<file path="config.mk">
export PLATFORM = sky130hd
export DESIGN_NAME = wave_timer8
export DESIGN_NICKNAME = d
export VERILOG_FILES = /design/src/rtl/wtmr_pkg.sv /design/src/rtl/wtmr_clkgen.sv /design/src/rtl/wtmr_core.sv /design/src/rtl/wave_timer8.sv
export SDC_FILE = /design/constraint.sdc
export NUM_CORES = 1
export LEC_CHECK = 0
export BUFFER_PORTS_ARGS = -buffer_cell sky130_fd_sc_hd__buf_4
export CAP_MARGIN = 0
export CORE_MARGIN = 8
export CORE_UTILIZATION = 30
export CTS_CLUSTER_SIZE = 25
export DETAILED_ROUTE_END_ITERATION = 8
export PLACE_DENSITY = 0.53
export SYNTH_ARGS = -nofsm -noshare
export SYNTH_HDL_FRONTEND = slang
export SYNTH_SLANG_ARGS = --single-unit
export TNS_END_PERCENT = 100
</file>
<file path="constraint.sdc">
create_clock -name clk -period 5 [get_ports clk]
set_input_delay 0.25 -clock clk [delete_from_list [all_inputs] [get_ports clk]]
set_output_delay 0.25 -clock clk [all_outputs]
set_load 0.02 [all_outputs]
</file>
<file path="src/rtl/wtmr_pkg.sv">
package wtmr_pkg;

  typedef enum logic [1:0] {
    WM_FREE = 2'd0,
    WM_TRI  = 2'd1,
    WM_CLR  = 2'd2,
    WM_SAW  = 2'd3
  } wmode_e;

  localparam logic [2:0] A_CTRL  = 3'd0;
  localparam logic [2:0] A_COUNT = 3'd1;
  localparam logic [2:0] A_CMP   = 3'd2;
  localparam logic [2:0] A_MASK  = 3'd3;
  localparam logic [2:0] A_FLAG  = 3'd4;

  function automatic logic is_pwm(wmode_e m);
    return (m == WM_TRI) || (m == WM_SAW);
  endfunction

  // number of low prescaler bits that must be all ones for a tick
  function automatic int unsigned div_log2(logic [2:0] sel);
    case (sel)
      3'd2:    return 3;
      3'd3:    return 6;
      3'd4:    return 8;
      3'd5:    return 10;
      default: return 0;
    endcase
  endfunction

endpackage

</file>
<file path="src/rtl/wtmr_clkgen.sv">
module wtmr_clkgen
  import wtmr_pkg::*;
#(
  parameter int PSC_W       = 10,
  parameter int SYNC_STAGES = 2
) (
  input  logic       clk,
  input  logic       rst,
  input  logic [2:0] sel,
  input  logic       ext_in,
  output logic       tick
);

  logic [PSC_W-1:0]       psc_q;
  logic [PSC_W-1:0]       psc_mask;
  logic [SYNC_STAGES-1:0] sync_q;
  logic                   ext_prev_q;
  logic                   ext_now;

  always_ff @(posedge clk) begin
    if (rst) psc_q <= '0;
    else     psc_q <= psc_q + 1'b1;
  end

  // synchroniser depth is chosen by parameter
  generate
    if (SYNC_STAGES == 1) begin : g_sync1
      always_ff @(posedge clk) begin
        if (rst) sync_q <= '0;
        else     sync_q <= ext_in;
      end
    end else begin : g_syncn
      always_ff @(posedge clk) begin
        if (rst) sync_q <= '0;
        else     sync_q <= {sync_q[SYNC_STAGES-2:0], ext_in};
      end
    end
  endgenerate

  assign ext_now = sync_q[SYNC_STAGES-1];

  always_ff @(posedge clk) begin
    if (rst) ext_prev_q <= 1'b0;
    else     ext_prev_q <= ext_now;
  end

  always_comb begin
    psc_mask = PSC_W'((32'd1 << div_log2(sel)) - 32'd1);
    case (sel)
      3'd0:    tick = 1'b0;
      3'd1:    tick = 1'b1;
      3'd6:    tick = ext_prev_q & ~ext_now;
      3'd7:    tick = ~ext_prev_q & ext_now;
      default: tick = ((psc_q & psc_mask) == psc_mask);
    endcase
  end

endmodule

</file>
<file path="src/rtl/wtmr_core.sv">
module wtmr_core
  import wtmr_pkg::*;
#(
  parameter int CNT_W = 8
) (
  input  logic             clk,
  input  logic             rst,
  input  logic             tick,
  input  wmode_e           mode,
  input  logic [1:0]       act,
  input  logic             force_req,
  input  wmode_e           force_mode,
  input  logic [1:0]       force_act,
  input  logic             cnt_wr,
  input  logic [CNT_W-1:0] cnt_wdata,
  input  logic [CNT_W-1:0] cmp_next,
  output logic [CNT_W-1:0] cnt_q,
  output logic             oc_q,
  output logic             ovf_evt,
  output logic             cmp_evt
);

  localparam logic [CNT_W-1:0] MAXV  = {CNT_W{1'b1}};
  localparam logic [CNT_W-1:0] ONEV  = CNT_W'(1);

  logic [CNT_W-1:0] cmp_act_q;
  logic [CNT_W-1:0] cnt_d;
  logic             up_q, up_d;
  logic             oc_d;
  logic             match, at_max, top;

  assign match  = tick && (cnt_q == cmp_act_q);
  assign at_max = (cnt_q == MAXV);
  assign cmp_evt = match;

  always_comb begin
    cnt_d   = cnt_q;
    up_d    = up_q;
    ovf_evt = 1'b0;
    top     = 1'b0;
    if (mode != WM_TRI) up_d = 1'b1;
    if (tick) begin
      case (mode)
        WM_FREE: begin
          cnt_d   = cnt_q + 1'b1;
          ovf_evt = at_max;
        end
        WM_CLR: begin
          cnt_d   = match ? '0 : cnt_q + 1'b1;
          ovf_evt = at_max && !match;
        end
        WM_SAW: begin
          cnt_d   = cnt_q + 1'b1;
          ovf_evt = at_max;
          top     = at_max;
        end
        default: begin
          if (up_q) begin
            if (at_max) begin
              cnt_d = MAXV - 1'b1;
              up_d  = 1'b0;
              top   = 1'b1;
            end else begin
              cnt_d = cnt_q + 1'b1;
            end
          end else begin
            if (cnt_q == '0) begin
              cnt_d = ONEV;
              up_d  = 1'b1;
            end else begin
              cnt_d = cnt_q - 1'b1;
            end
            ovf_evt = (cnt_q == ONEV);
          end
        end
      endcase
    end
    if (cnt_wr) cnt_d = cnt_wdata;
  end

  always_comb begin
    oc_d = oc_q;
    if (tick) begin
      case (mode)
        WM_SAW: begin
          if (act[1]) begin
            if (top)        oc_d = ~act[0];
            else if (match) oc_d = act[0];
          end
        end
        WM_TRI: begin
          if (match && act[1]) oc_d = act[0] ? up_q : ~up_q;
        end
        default: begin
          if (match) begin
            case (act)
              2'd1:    oc_d = ~oc_q;
              2'd2:    oc_d = 1'b0;
              2'd3:    oc_d = 1'b1;
              default: oc_d = oc_q;
            endcase
          end
        end
      endcase
    end
    if (force_req && !is_pwm(force_mode)) begin
      case (force_act)
        2'd1:    oc_d = ~oc_q;
        2'd2:    oc_d = 1'b0;
        2'd3:    oc_d = 1'b1;
        default: oc_d = oc_q;
      endcase
    end
  end

  always_ff @(posedge clk) begin
    if (rst) begin
      cnt_q     <= '0;
      up_q      <= 1'b1;
      oc_q      <= 1'b0;
      cmp_act_q <= '0;
    end else begin
      cnt_q <= cnt_d;
      up_q  <= up_d;
      oc_q  <= oc_d;
      if (!is_pwm(mode) || top) cmp_act_q <= cmp_next;
    end
  end

  AST_HOLD_IDLE: assert property (@(posedge clk) disable iff (rst)
    (!tick && !cnt_wr) |=> $stable(cnt_q));

  AST_FREE_WRAP: assert property (@(posedge clk) disable iff (rst)
    (tick && mode == WM_FREE && at_max && !cnt_wr) |=> (cnt_q == '0));

  AST_CLR_RESTART: assert property (@(posedge clk) disable iff (rst)
    (tick && mode == WM_CLR && cnt_q == cmp_act_q && !cnt_wr) |=> (cnt_q == '0));

  AST_TRI_BOUNCE: assert property (@(posedge clk) disable iff (rst)
    (tick && mode == WM_TRI && up_q && at_max && !cnt_wr) |=> (!up_q && cnt_q == MAXV - 1'b1));

  AST_OC_SOURCE: assert property (@(posedge clk) disable iff (rst)
    (!tick && !force_req) |=> $stable(oc_q));

endmodule

</file>
<file path="src/rtl/wave_timer8.sv">
module wave_timer8
  import wtmr_pkg::*;
#(
  parameter int CNT_W       = 8,
  parameter int PSC_W       = 10,
  parameter int SYNC_STAGES = 2
) (
  input  logic             clk,
  input  logic             rst,
  input  logic [2:0]       bus_addr,
  input  logic             bus_wr,
  input  logic [CNT_W-1:0] bus_wdata,
  output logic [CNT_W-1:0] bus_rdata,
  input  logic             ext_clk_in,
  output logic             wave_out,
  output logic             irq_ovf,
  output logic             irq_cmp
);

  logic [2:0]       sel_q;
  wmode_e           mode_q;
  logic [1:0]       act_q;
  logic [CNT_W-1:0] cmp_buf_q;
  logic [CNT_W-1:0] cmp_next;
  logic [1:0]       mask_q;
  logic [1:0]       flags_q;
  logic [CNT_W-1:0] cnt;
  logic             tick, ovf_evt, cmp_evt;
  logic             wr_ctrl, wr_cnt, wr_cmp, wr_mask, wr_flag;

  assign wr_ctrl = bus_wr && (bus_addr == A_CTRL);
  assign wr_cnt  = bus_wr && (bus_addr == A_COUNT);
  assign wr_cmp  = bus_wr && (bus_addr == A_CMP);
  assign wr_mask = bus_wr && (bus_addr == A_MASK);
  assign wr_flag = bus_wr && (bus_addr == A_FLAG);
  assign cmp_next = wr_cmp ? bus_wdata : cmp_buf_q;

  wtmr_clkgen #(.PSC_W(PSC_W), .SYNC_STAGES(SYNC_STAGES)) u_clkgen (
    .clk    (clk),
    .rst    (rst),
    .sel    (sel_q),
    .ext_in (ext_clk_in),
    .tick   (tick)
  );

  wtmr_core #(.CNT_W(CNT_W)) u_core (
    .clk        (clk),
    .rst        (rst),
    .tick       (tick),
    .mode       (mode_q),
    .act        (act_q),
    .force_req  (wr_ctrl && bus_wdata[7]),
    .force_mode (wmode_e'(bus_wdata[4:3])),
    .force_act  (bus_wdata[6:5]),
    .cnt_wr     (wr_cnt),
    .cnt_wdata  (bus_wdata),
    .cmp_next   (cmp_next),
    .cnt_q      (cnt),
    .oc_q       (wave_out),
    .ovf_evt    (ovf_evt),
    .cmp_evt    (cmp_evt)
  );

  always_ff @(posedge clk) begin
    if (rst) begin
      sel_q     <= '0;
      mode_q    <= WM_FREE;
      act_q     <= '0;
      cmp_buf_q <= '0;
      mask_q    <= '0;
      flags_q   <= '0;
    end else begin
      if (wr_ctrl) begin
        sel_q  <= bus_wdata[2:0];
        mode_q <= wmode_e'(bus_wdata[4:3]);
        act_q  <= bus_wdata[6:5];
      end
      cmp_buf_q <= cmp_next;
      if (wr_mask) mask_q <= bus_wdata[1:0];
      flags_q[0] <= (flags_q[0] & ~(wr_flag & bus_wdata[0])) | ovf_evt;
      flags_q[1] <= (flags_q[1] & ~(wr_flag & bus_wdata[1])) | cmp_evt;
    end
  end

  always_ff @(posedge clk) begin
    if (rst) begin
      bus_rdata <= '0;
    end else begin
      case (bus_addr)
        A_CTRL:  bus_rdata <= CNT_W'({1'b0, act_q, mode_q, sel_q});
        A_COUNT: bus_rdata <= cnt;
        A_CMP:   bus_rdata <= cmp_buf_q;
        A_MASK:  bus_rdata <= CNT_W'(mask_q);
        A_FLAG:  bus_rdata <= CNT_W'(flags_q);
        default: bus_rdata <= '0;
      endcase
    end
  end

  assign irq_ovf = flags_q[0] & mask_q[0];
  assign irq_cmp = flags_q[1] & mask_q[1];

  AST_FLAG_W1C: assert property (@(posedge clk) disable iff (rst)
    (wr_flag && bus_wdata[0] && !ovf_evt) |=> !flags_q[0]);

  AST_FLAG_SET: assert property (@(posedge clk) disable iff (rst)
    cmp_evt |=> flags_q[1]);

endmodule

</file>
; ---- Yosys cells after proc, flatten, opt, wreduce, memory -nomap -nowiden
; Index checks and enable logic that the tools add are counted.
[op_classes]
n_lt_le_gt_ge = 0
add_sub_neg = 4
n_reduce_logical = 28
div_mod_pow = 0
n_eq_ne = 31
n_shift = 1
bitwise = 18
n_mux = 35
n_mul = 0
[op_table]
columns = op, n
row1 = two-way mux 8 bit, 7
row2 = one-hot mux 8 bit (5 select lines), 1
row3 = two-way mux 1 bit, 19
row4 = one-hot mux 4 bit (4 select lines), 1
row5 = one-hot mux 8 bit (2 select lines), 1
row6 = "equality test 3 bit, second input constant", 5
row7 = "equality test 2 bit, second input constant", 7
row8 = "equality test 3 x 2 -> 1 bit, second input constant", 4
row9 = "adder 10 x 1 -> 10 bit, second input constant", 1
row10 = AND 10 bit, 1
row11 = equality test 10 bit, 1
row12 = logical AND 1 bit, 10
row13 = "<< shifter 1 x 4 -> 10 bit, first input constant", 1
row14 = "subtractor 10 x 1 -> 10 bit, second input constant", 1
row15 = "adder 8 x 1 -> 8 bit, second input constant", 1
row16 = AND 1 bit, 8
row17 = "equality test 2 x 1 -> 1 bit, second input constant", 4
row18 = "equality test 8 x 1 -> 1 bit, second input constant", 1
row19 = equality test 8 bit, 1
row20 = "equality test 8 bit, second input constant", 1
row21 = zero test 8 bit, 1
row22 = "subtractor 8 x 1 -> 8 bit, second input constant", 1
row23 = NOT 1 bit, 7
row24 = AND reduction 7 bit, 1
row25 = other kinds (19), 31
[totals]
latchBits = 0
reg_bits = 58
input_bits = 15
ramBits = 0
memories = 0
mem_bits_ro = 0
out_inout_bits = 11

; ---- Longest topological paths before layout
; Gate-level depths: netlist of run 1.
[depth]
depth_word = 14
mapped_depth = 12
depth_no_buf = 9

; ---- Modules after synthesis
; A second synthesis of run 1 with hierarchy kept.
[hier_totals]
hier_cells = 411
hier_area_um2 = 3636.0
[modules_own_cells]
columns = mod, seq_area_each_um2, area_per_inst_um2, instances, cells_each
row1 = wtmr_core, 360.3, 1749.2, 1, 218
row2 = wave_timer8, 540.5, 1271.2, 1, 123
row3 = wtmr_clkgen, 260.2, 615.6, 1, 70

; ---- Worst setup path before layout of run 1
; OpenSTA, ideal clock, no wires.
[synth_timing]
path_type = flip-flop to flip-flop
from = register sel_q[2]
to = register u_core.oc_q
slack_ns = 2.391
setup_ns = 0.074
stages_incl_launch_ff = 11
arrival_ns = 2.534
path_cell_list = dfxtp_1 -> buf_2 -> inv_1 -> ha_1 -> buf_2 -> o41ai_4 -> xor2_1 -> a32oi_4 -> nand3_2 -> or4_1 -> a31oi_1
[synth_via]
elab_chain_len = 13
[synth_lines]
columns = item, line
row1 = "start, declared", wave_timer8.sv:20  ; logic [2:0] sel_q;
row2 = "start signal, assigned", wave_timer8.sv:74  ; sel_q <= bus_wdata[2:0];
row3 = equality test 3 bit / equality test 3 x 2 -> 1 bit (equally long branches), wtmr_pkg.sv:22  ; case (sel)
row4 = one-hot mux 4 bit (4 select lines), wtmr_pkg.sv:22
row5 = << shifter 1 x 4 -> 10 bit, wtmr_clkgen.sv:48  ; psc_mask = PSC_W'((32'd1 << div_log2(sel)) - 32'd1);
row6 = subtractor 10 x 1 -> 10 bit, wtmr_clkgen.sv:48
row7 = AND 10 bit, wtmr_clkgen.sv:54  ; default: tick = ((psc_q & psc_mask) == psc_mask);
row8 = equality test 10 bit, wtmr_clkgen.sv:54
row9 = one-hot mux 1 bit (4 select lines) *, wtmr_clkgen.sv:49  ; case (sel)
row10 = two-way mux 1 bit, wtmr_core.sv:42  ; if (tick) begin
row11 = two-way mux 1 bit, wtmr_core.sv:87  ; if (top) oc_d = ~act[0];
row12 = two-way mux 1 bit, wtmr_core.sv:86  ; if (act[1]) begin
row13 = one-hot mux 1 bit (2 select lines), wtmr_core.sv:84  ; case (mode)
row14 = two-way mux 1 bit, wtmr_core.sv:83  ; if (tick) begin
row15 = two-way mux 1 bit, wtmr_core.sv:106  ; if (force_req && !is_pwm(force_mode)) begin
row16 = "end signal, assigned", wtmr_core.sv:120  ; oc_q <= 1'b0;
row17 = "end signal, assigned", wtmr_core.sv:125  ; oc_q <= oc_d;
row18 = "end, declared", wtmr_core.sv:18  ; output logic oc_q,
; Mark *: on every way between the ends. The rest lies on a longest branch, timed or not. The select of a mux whose other input is x is not followed.
; A chain may end at the register's enable or synchronous reset.

; ---- Worst setup path after layout of run 1
[layout_timing]
from = register sel_q[1]
to = register u_core.cmp_act_q[5]
[layout_via]
elab_chain_len = 9
[layout_lines]
columns = item, line
row1 = equality test 3 bit / equality test 3 x 2 -> 1 bit (equally long branches), wtmr_pkg.sv:22
row2 = one-hot mux 4 bit (4 select lines), wtmr_pkg.sv:22
row3 = << shifter 1 x 4 -> 10 bit, wtmr_clkgen.sv:48
row4 = subtractor 10 x 1 -> 10 bit, wtmr_clkgen.sv:48
row5 = AND 10 bit, wtmr_clkgen.sv:54
row6 = equality test 10 bit, wtmr_clkgen.sv:54
row7 = one-hot mux 1 bit (4 select lines) *, wtmr_clkgen.sv:49
row8 = two-way mux 1 bit *, wtmr_core.sv:42
row9 = logical OR 1 bit *, wtmr_core.sv:126  ; if (!is_pwm(mode) || top) cmp_act_q <= cmp_next;
row10 = "end signal, assigned", wtmr_core.sv:126
row11 = "end, declared", wtmr_core.sv:26  ; logic [CNT_W-1:0] cmp_act_q;
; Mark *: on every way between the ends. The rest lies on a longest branch, timed or not.

==> impl_results.md, run 1 <==
* Seq cells post-synth at 58
* Setup TNS at 0 ns
* Async SR Flop Fraction at 0
* Grt met2 use at 0.215
* Worst slew pin tran at 0.623 ns
* Initial DRC Count at 212
* Global Route Usage Sum at 0.131
* Critical path's top delay family: compound AO/OA/AOI/OAI gates
* N_diodes at 0
* Clock latency on the worst-skew pair at 0.32 ns
* CTS Buffer Depth at 2
* Resized cells post-CTS at 0
* # setup viols final at 0
* Layout Skew at 0.00744 ns
* Vias in the first global route at 3029
* Critical Path Start Type: flip-flop
* Hold Slack at 0.148 ns
* Crit. End Element: flip-flop
* Net Count, Synth at 447
* Period utilization at 0.608
* CTS Buf Count at 9
* Via count at 3058
* Layout cell share with drive strength beyond 1 at 0.130
* Register Area at 1160 sq um
* Final hold vios at 0
* Max_slew headroom at 0.584
* DR WL/cell at 16.5 um
* CP arrival at 3.25 ns
* Root buffer cell: clkbuf_16
* First-pass GRT wire length at 15600 um
* Pwr Density at 311 nW/um^2
* Syn Std Cell Area at 3450 sq um
* # IOs at 26
* Synth Instances at 419
* Placed insts at 557
* Die Y at 123 um
* Worst setup path class: flip-flop to flip-flop
* Final Core Density at 0.354
* Leakage power at 1.53 nW
* Row cnt at 39
* Via-to-Cell Ratio at 5.34
* Seq/Total Area, Yosys at 0.336
* Count of final max-slew check failures at 0
* Unique masters post-synth at 62
* Finished Layout Cells at 573
* Status: complete, no violations
* Placer's final routability congestion estimate at 0.804
* DRC at 0
* Number of synthesized flops with an enable pin at 0
* Area delta synth->final at 16.2%
* CP Cell Sequence: inv_1 -> ha_1 -> nor2b_1 -> a2111oi_0 -> o311ai_1 -> o21ai_2 -> nand4_1 -> a32o_1 -> a22o_1
* Met1 usage at 0.168
* # Max-Cap Violations at 0
* Number of buffers added on ports at 25
* Die area at 15200 sq um
* IR drop worst, VDD at 0.000181 V
* Filler instances at 1184
* CP required at 5.21 ns
* Critical Path Max Stage Delay at 0.49 ns
* Die W at 123 um
* Worst path bufs/invs at 1
* H-Tree Depth at 3
* Initial Utilization at 0.305
* DRT Pass-1 Iters at 4
* CP max-delay cell: dfxtp_1
* Fin crit period at 3.04 ns
* Synth warnings at 0
* GR peak layer: met2
* Final WL at 9460 um
* RSZ-0062 raised after global routing: no
* Sink Count at 58
* Total congestion overflow at 0
* Post-Syn Area per Cell at 8.24 sq um
* Largest net degree at the start of global routing at 50
* Worst-path fanout max at 11
* Top_reg_cell synth: dfxtp_1
* Clock transition at path regs at 0.05 ns
* Post-CTS setup buffer count at 0
* Multi-input logic area at 2120 sq um
* CTS tree: yes
* Antenna Violating Nets Remaining at 0
* Hold Path Class: input port to flip-flop
* Hold_buf cts at 0
* Initial antenna violation count at 0
* Peak Freq at 329 MHz
* Placeable Area at 11300 sq um
* Routing usage on met3 at 0.0356
* Nets at 453
* HPWL after DPL at 6990 um
-- kinds of logic after synthesis --
logic type / share of synthesized area
buffers and inverters: 0.0489
flip-flops: 0.336
AO/OA/AOI/OAI: 0.221
AND/OR/NAND/NOR: 0.248
multiplexers: 0.0395
XOR/XNOR: 0.0584
adder cells (fa/ha/maj): 0.0471
-- layout make-up --
| type | count | share of cell area |
|---|---|---|
| Clock buffer | 13 | 0.0674 |
| Inverter | 12 | 0.0112 |
| Tap cell | 143 | 0.0446 |
| Sequential cell | 58 | 0.289 |
| Timing Repair Buffer | 25 | 0.0468 |
| Multi-Input combinational cell | 319 | 0.529 |
| Clock inverter | 3 | 0.0115 |
-- metrics by stage --
stage	worst slack, ns	total power, mW	instance area [sq um]
after CTS	1.98	1.26	4010
after floorplan	2.39	0.582	3450
after global placement	2.12	0.620	3690
after global routing	1.60	1.30	4010
after detailed placement	2.03	0.620	3690
final	1.96	1.25	4010
-- routing by layer --
layer  part of all wire  vias to the layer above
li1                   -                     1526
met1               0.47                     1455
met2               0.48                       68
met3              0.045                        9
met4             0.0071                        0
met5                  0                        -
-- power breakdown --
| part | internal, mW | leakage (nW) | switching, mW |
|---|---|---|---|
| combinational | 0.0496 | 0.909 | 0.0689 |
| clock | 0.427 | 0.152 | 0.211 |
| sequential | 0.474 | 0.470 | 0.0189 |
-- state kept, by name (all words and copies together), names as in the netlist --
signal	flops
act_q	2
u_core.cnt_q	8
u_clkgen.sync_q	2
u_core.cmp_act_q	8
flags_q	2
mode_q	2
mask_q	2
u_clkgen.psc_q	10
sel_q	3
cmp_buf_q	8
bus_rdata	8
u_clkgen.ext_prev_q	1
u_core.oc_q	1
u_core.up_q	1
-- path summary, 6_finish.rpt --
path | from | to | slack (ns) | cells after the start
min reg2reg | u_clkgen.sync_q[0]$_SDFF_PP0_ | u_clkgen.sync_q[1]$_SDFF_PP0_ | 0.44 | 1
max | sel_q[1]$_SDFFE_PP0P_ | u_core.cmp_act_q[5]$_SDFFE_PP0P_ | 1.96 | 9
max reg2reg | sel_q[1]$_SDFFE_PP0P_ | u_core.cmp_act_q[5]$_SDFFE_PP0P_ | 1.96 | 9
min | ext_clk_in | u_clkgen.sync_q[0]$_SDFF_PP0_ | 0.15 | 2
-- synth_stat cells (2+ instances only) --
master     number  share of area
dfxtp_1        58           0.34
nand2_1        46          0.050
nor2_1         41          0.045
a21oi_1        27          0.039
clkbuf_1       22          0.024
nor3_1         15          0.022
a211oi_1       14          0.030
xnor2_1        14          0.036
ha_1           13          0.047
nand3_1        13          0.019
inv_1          12          0.013
o21ai_0        12          0.017
nor2b_1        10          0.018
xor2_1          9          0.023
a22o_1          8          0.020
and3_1          8          0.014
mux2i_1         8          0.023
nor4_1          8          0.014
and2_1          7          0.013
buf_2           6         0.0087
nand4_1         5         0.0091
o31ai_1         5          0.011
a2111oi_0       4          0.010
a21o_1          3         0.0065
nand2b_1        3         0.0054
o221a_2         3         0.0098
a22oi_1         2         0.0043
a31oi_1         2         0.0036
a41o_1          2         0.0058
and3b_1         2         0.0051
mux4_2          2          0.013
nand4b_1        2         0.0051
o21a_1          2         0.0043
or3_1           2         0.0036
or4_1           2         0.0043
-- layout by cell type (no fill, tap or decap), types with 4 or more instances in the layout --
master / synthesis / layout
a2111oi_0: 4 / 4
a211oi_1: 14 / 14
a21oi_1: 27 / 27
a22o_1: 8 / 8
and2_1: 7 / 7
and3_1: 8 / 8
buf_4: 1 / 25
clkbuf_16: 0 / 9
dfxtp_1: 58 / 58
ha_1: 13 / 13
inv_1: 12 / 12
mux2i_1: 8 / 8
nand2_1: 46 / 46
nand3_1: 13 / 13
nand4_1: 5 / 5
nor2_1: 41 / 41
nor2b_1: 10 / 10
nor3_1: 15 / 15
nor4_1: 8 / 8
o21ai_0: 12 / 12
o31ai_1: 5 / 5
xnor2_1: 14 / 14
xor2_1: 9 / 9
-- worst register-to-register path, stage by stage (launching register included) --
cell and delay [ns]:
dfxtp_1 0.49, inv_1 0.15, ha_1 0.27, nor2b_1 0.14
a2111oi_0 0.40, o311ai_1 0.20, o21ai_2 0.40, nand4_1 0.23
a32o_1 0.38, a22o_1 0.27
Note: power is estimated with default switching activity, not from simulation.
==> run 2, diff against run 1 <==
ABC_AREA = 1   (was not set)
PLACE_DENSITY = 0.54   (was 0.53)
clock period = 2.7 ns   (was 5 ns; I/O delays follow)
==> impl_results.md, run 2 <==
* Status: complete, no violations
* Unique masters post-synth at 42
* Pwr Density at 594 nW/um^2
* Worst setup path class: flip-flop to flip-flop
* DRT Pass-1 Iters at 7
* Largest area contributor in the netlist: dfxtp_1
* Seq cells post-synth at 58
* Critical path's top delay family: simple AND/OR/NAND/NOR gates
* Critical Path Start Type: flip-flop
* Number of synthesized flops with an enable pin at 0
* Leakage power at 1.89 nW
* Placer's final routability congestion estimate at 0.943
* DRC at 0
* Top post-synthesis cells by count: 80 x nand2_1, 65 x inv_1, 58 x dfxtp_1, 49 x a21oi_1, 49 x nor2_1
* Final WL at 10100 um
* DR WL/cell at 14.8 um
* Row cnt at 39
* Die W at 124 um
* Most common cell in the synthesized netlist: nand2_1
* CP max-delay cell: dfxtp_2
* Seq/Total Area, Yosys at 0.334
* Nets at 561
* Synth Instances at 497
* Placed insts at 659
* Largest net degree at the start of global routing at 26
* Layout Skew at 0.00532 ns
* CP arrival at 2.67 ns
* Via count at 3424
* Worst path bufs/invs at 3
* Top_reg_cell synth: dfxtp_1
* Worst slew pin tran at 0.817 ns
* Post-synth top area share at 0.334
* Initial DRC Count at 266
* Finished Layout Cells at 681
* Sink Count at 58
* Max reg flops at 10
* Die area at 15300 sq um
* Clock latency on the worst-skew pair at 0.32 ns
* CTS Buffer Depth at 2
* Clock transition at path regs at 0.05 ns
* Fin crit period at 2.45 ns
* # IOs at 26
* Max_slew headroom at 0.455
* Placeable Area at 11400 sq um
* Filler instances at 1206
* Initial antenna violation count at 0
* Syn Std Cell Area at 3480 sq um
* Synth warnings at 0
* Root buffer cell: clkbuf_16
* Layout cell share with drive strength beyond 1 at 0.180
* CTS Buf Count at 9
* CP required at 2.92 ns
* Most used cell, CP: nand2_1
* CP Cell Sequence: inv_2 -> ha_4 -> inv_2 -> nand2_1 -> nor2_4 -> nand3_1 -> a21oi_2 -> nand2_1 -> nor2_2 -> nand2_2 -> o21bai_4 -> buf_6 -> a21oi_1 -> nand2_1 -> nand2_1 -> nor2_2 -> nand2_1 -> nand2_1 -> nor2_1
* Hold_buf cts at 0
* First-pass GRT wire length at 16100 um
* Post-Syn Area per Cell at 6.99 sq um
* # Max-Cap Violations at 0
* Number of buffers added on ports at 25
* Top reg by flops: u_clkgen.psc_q
* Critical Path Max Stage Delay at 0.32 ns
* Via-to-Cell Ratio at 5.03
* Peak Freq at 408 MHz
* # setup viols final at 0
* Antenna Violating Nets Remaining at 0
* HPWL after DPL at 7390 um
* Count of final max-slew check failures at 0
* Die Y at 124 um
* Initial Utilization at 0.306
* Commonest non-fill, non-tap cell in the layout: nand2_1
* Synth area leaders: dfxtp_1 33%, nand2_1 8.6%, a21oi_1 7.1%, inv_1 7.0%, o21ai_0 5.8%
* CTS tree: yes
* Vias in the first global route at 3222
* Net Count, Synth at 525
* Area delta synth->final at 22.0%
* Most frequent cells in the layout: 79 x nand2_1, 65 x inv_1, 57 x dfxtp_1
* Period utilization at 0.908
* Worst-path fanout max at 6
* H-Tree Depth at 3
* RSZ-0062 raised after global routing: no
* Final hold vios at 0
* Hold Path Class: input port to flip-flop
* Setup TNS at 0 ns
* N_diodes at 0
* IR drop worst, VDD at 0.000421 V
* Async SR Flop Fraction at 0
* Global Route Usage Sum at 0.136
* Crit. End Element: flip-flop
* Total congestion overflow at 0
[run 2: cell count changes in the layout (fill, tap and decap cells not counted), moves of 12 or more]
cell | previous run | this run
nand2_1 | 46 | 79
inv_1 | 12 | 65
a211oi_1 | 14 | 2
a21oi_1 | 27 | 48
buf_4 | 25 | 38
o21ai_0 | 12 | 40
[run 2: layout make-up]
| type | instances | area [sq um] | area share |
|---|---|---|---|
| Inverter | 73 | 277 | 0.0652 |
| Clock buffer | 11 | 243 | 0.0572 |
| Sequential cell | 58 | 1160 | 0.274 |
| Multi-Input combinational cell | 352 | 2010 | 0.473 |
| Clock inverter | 5 | 77.6 | 0.0183 |
| Tap cell | 143 | 179 | 0.0422 |
| Timing Repair Buffer | 39 | 297 | 0.0699 |
[run 2: tightest hold or removal path, delay by kind of cell]
family                 cells  cell delay, ns
buffers and inverters      2            0.10
AND/OR/NAND/NOR            1            0.07
[run 2: through the flow]
stage                     setup slack (ns)  area [sq um]   util  hold slack, ns  power, mW
after floorplan                      0.373          3480      -           0.242       1.18
after CTS                            0.127          4160  0.366          0.0158       2.54
final                                0.249          4240  0.373          0.0155       2.52
after detailed placement             0.150          3840  0.337           0.354       1.29
after global placement               0.252          3840  0.337           0.337       1.29
after global routing                0.0186          4240  0.373          0.0367       2.63
[run 2: worst paths after layout]
check,from,endpoint,slack [ns],cells past startpoint
min reg2reg,u_clkgen.sync_q[0]$_SDFF_PP0_,u_clkgen.sync_q[1]$_SDFF_PP0_,0.41,2
min,ext_clk_in,u_clkgen.sync_q[0]$_SDFF_PP0_,0.02,3
max reg2reg,sel_q[1]$_SDFFE_PP0P_,u_core.oc_q$_SDFFE_PP0P_,0.25,19
max,sel_q[1]$_SDFFE_PP0P_,u_core.oc_q$_SDFFE_PP0P_,0.25,19
[run 2: logic make-up after synthesis]
family,count (synthesis),share of synthesized area
flip-flops,58,0.334
adder cells (fa/ha/maj),13,0.0468
multiplexers,3,0.00864
XOR/XNOR,19,0.0479
AO/OA/AOI/OAI,116,0.190
buffers and inverters,88,0.100
AND/OR/NAND/NOR,200,0.273
[run 2: where the power goes]
group / switching, mW / leakage [nW] / total (mW) / internal [mW]
combinational: 0.221 / 1.26 / 0.359 / 0.138
sequential: 0.0379 / 0.472 / 0.928 / 0.890
clock: 0.403 / 0.156 / 1.23 / 0.829
[run 2: routing by layer]
metal,up-vias,share of wire,global-route usage,wire length (um)
li1,1724,-,-,-
met1,1591,0.46,0.174,4670
met2,95,0.47,0.218,4750
met3,14,0.049,0.0236,499
met4,0,0.018,0.0609,184
met5,-,0,0,0
[run 2: repair_timing]
action | CTS | global route
gates resized for setup | 0 | 11
setup buffers | 0 | 5
endpoints found under the setup margin | 0 | 18
==> run 3, diff against run 2 <==
clock period = 2.1 ns   (was 2.7 ns; I/O delays follow)
==> impl_results.md, run 3 (synthesis results as in run 2) <==
* Status: finished, violations left
* Failing checks: negative setup slack
* Clock network fraction of design power at 0.481
* HPWL after DPL at 7580 um
* Worst setup path class: flip-flop to flip-flop
* Antenna Violating Nets Remaining at 0
* Commonest non-fill, non-tap cell in the layout: nand2_1
* Largest net degree at the start of global routing at 34
* DRT Pass-1 Iters at 4
* FF-to-FF setup slack at -0.20 ns
* Initial DRC Count at 231
* Most used cell, CP: nand2_2
* Pwr Density at 723 nW/um^2
* Reg-to-reg startpoint: sel_q[1]$_SDFFE_PP0P_
* Initial Utilization at 0.306
* Leakage power at 2.08 nW
* N_diodes at 0
* CP required at 2.32 ns
* Via-to-Cell Ratio at 4.98
* DR WL/cell at 14.8 um
* Total congestion overflow at 0
* Reg2reg path depth at 18
* P_int at 2.44 mW
* Initial antenna violation count at 0
* Critical path's top delay family: simple AND/OR/NAND/NOR gates
* Worst hold start: bus_wdata[0]
* Die W at 124 um
* CP max-delay cell: dfxtp_2
* Hold path depth at 3
* Final Core Density at 0.408
* Vias in the first global route at 3388
* Total power at 3.35 mW
* Via count at 3549
* Period utilization at 1.10
* Area delta synth->final at 33.4%
* Fin crit period at 2.30 ns
* CTS tree: yes
* # setup viols final at 20
* # IOs at 26
* CP Cell Sequence: inv_2 -> ha_4 -> nor2_4 -> nand2_4 -> nor2_4 -> nand3_4 -> nand2_2 -> nor2_2 -> nor2_2 -> nand2_2 -> o21bai_4 -> nand2_2 -> nand2_4 -> nand2_8 -> nand3_2 -> nand2_2 -> nand2_2 -> a21oi_2
* CP arrival at 2.52 ns
* Place WS at -0.258 ns
* CTS Buf Count at 9
* Global Route Usage Sum at 0.145
* Die Y at 124 um
* Routing usage on met3 at 0.0277
* CTS Buffer Depth at 2
* Nets at 593
* Critical Path Max Stage Delay at 0.33 ns
* IR drop worst, VDD at 0.000338 V
* Setup TNS at -2.28 ns
* Max reg flops at 10
* FF-to-FF End: u_core.cnt_q[3]$_SDFFE_PP0P_
* Final hold vios at 0
* Layout cell share with drive strength beyond 1 at 0.263
* Placeable Area at 11400 sq um
* Min-Delay Endpoint: mask_q[0]$_SDFFE_PP0P_
* RSZ-0062 raised after global routing: yes
* Worst slew pin tran at 0.492 ns
* Number of buffers added on ports at 25
* Clock transition at path regs at 0.05 ns
* Psw at 0.908 mW
* Switch share at 0.271
* Max_slew headroom at 0.671
* Final WL at 10600 um
* Clock latency on the worst-skew pair at 0.33 ns
* Critical Path Start Type: flip-flop
* Most frequent cells in the layout: 68 x nand2_1, 65 x inv_1, 64 x buf_4
* Die area at 15300 sq um
* DRC at 0
* Combinational share of power at 0.167
* Sink Count at 58
* Met1 usage at 0.178
* Fin worst setup slack at -0.203 ns
* Row cnt at 39
* Sequential share of power at 0.352
* Top reg by flops: u_clkgen.psc_q
* First-pass GRT wire length at 17200 um
* Layout Skew at 0.00722 ns
* Crit. End Element: flip-flop
* GR peak layer: met2
* Hold Slack at 0.0773 ns
* H-Tree Depth at 3
* Worst path bufs/invs at 1
* # Max-Cap Violations at 0
* Worst-path fanout max at 7
* Placer's final routability congestion estimate at 0.899
* Count of final max-slew check failures at 0
* Hold Path Class: input port to flip-flop
* Grt met2 use at 0.231
* Peak Freq at 434 MHz
* Root buffer cell: clkbuf_16
==> run 3: cell types whose count changed in the layout (fill, tap and decap cells not counted), moves of 4 or more <==
cell     before  now
a21oi_1      48   44
a21oi_2       2    6
buf_4        38   64
buf_6         1    5
nand2_1      79   68
nand2_2       7   12
nand2_4       3    8
==> run 3: worst max path at each step <==
stage / from / end / slack [ns] / depth (start not counted)
2_1_floorplan: sel_q[1]$_SDFFE_PP0P_ / u_core.oc_q$_SDFFE_PP0P_ / -0.1 / 20
3_3_place_gp: sel_q[2]$_SDFFE_PP0P_ / u_core.oc_q$_SDFFE_PP0P_ / -0.19 / 19
3_5_place_dp: sel_q[2]$_SDFFE_PP0P_ / u_core.oc_q$_SDFFE_PP0P_ / -0.26 / 19
4_1_cts: sel_q[1]$_SDFFE_PP0P_ / u_core.oc_q$_SDFFE_PP0P_ / -0.14 / 20
5_1_grt: sel_q[1]$_SDFFE_PP0P_ / u_core.oc_q$_SDFFE_PP0P_ / -0.40 / 20
6_report: sel_q[1]$_SDFFE_PP0P_ / u_core.cnt_q[3]$_SDFFE_PP0P_ / -0.20 / 18
==> run 3: area by class of cell <==
type                            instances  area (sq um)
Sequential cell                        58          1170
Clock inverter                          5          77.6
Inverter                               73           282
Fill cell                            1155          6730
Clock buffer                           11           243
Timing Repair Buffer                   71           567
Tap cell                              143           179
Multi-Input combinational cell        352          2120
==> run 3: power groups by stage <==
| stage | Combinational, mW | Clock [mW] | Sequential [mW] |
|---|---|---|---|
| 6_report | 0.560 | 1.61 | 1.18 |
| 5_1_grt | 0.620 | 1.69 | 1.18 |
| 4_1_cts | 0.531 | 1.65 | 1.18 |
| 3_5_place_dp | 0.509 | 0 | 1.20 |
| 3_3_place_gp | 0.508 | 0 | 1.20 |
| 2_1_floorplan | 0.327 | 0 | 1.20 |
==> run 3: worst register-to-register path: stages (launching register included) <==
cell and delay [ns]:
dfxtp_2 0.33, inv_2 0.05, ha_4 0.26, nor2_4 0.13
nand2_4 0.09, nor2_4 0.12, nand3_4 0.09, nand2_2 0.08
nor2_2 0.03, nor2_2 0.14, nand2_2 0.08, o21bai_4 0.23
nand2_2 0.14, nand2_4 0.14, nand2_8 0.08, nand3_2 0.07
nand2_2 0.05, nand2_2 0.07, a21oi_2 0.04
==> run 3: repair_timing <==
action,4_1_cts,5_1_grt
pin swaps,12,8
cloned,1,0
endpoints found under the setup margin,18,20
hold buffers,1,0
endpoints found under the hold margin,1,0
gates resized for setup,14,25
buffers inserted,6,5
==> run 3: through the flow <==
stage | area, sq um | instances
final | 4640 | 713
after global placement | 4080 | 685
after detailed placement | 4080 | 685
after floorplan | 3510 | 497
after CTS | 4520 | 709
after global routing | 4640 | 713
==> run 3: metal layers <==
layer | up-vias | share of wire
li1 | 1789 | -
met4 | 0 | 0.033
met1 | 1634 | 0.44
met2 | 102 | 0.47
met5 | - | 0
met3 | 24 | 0.059
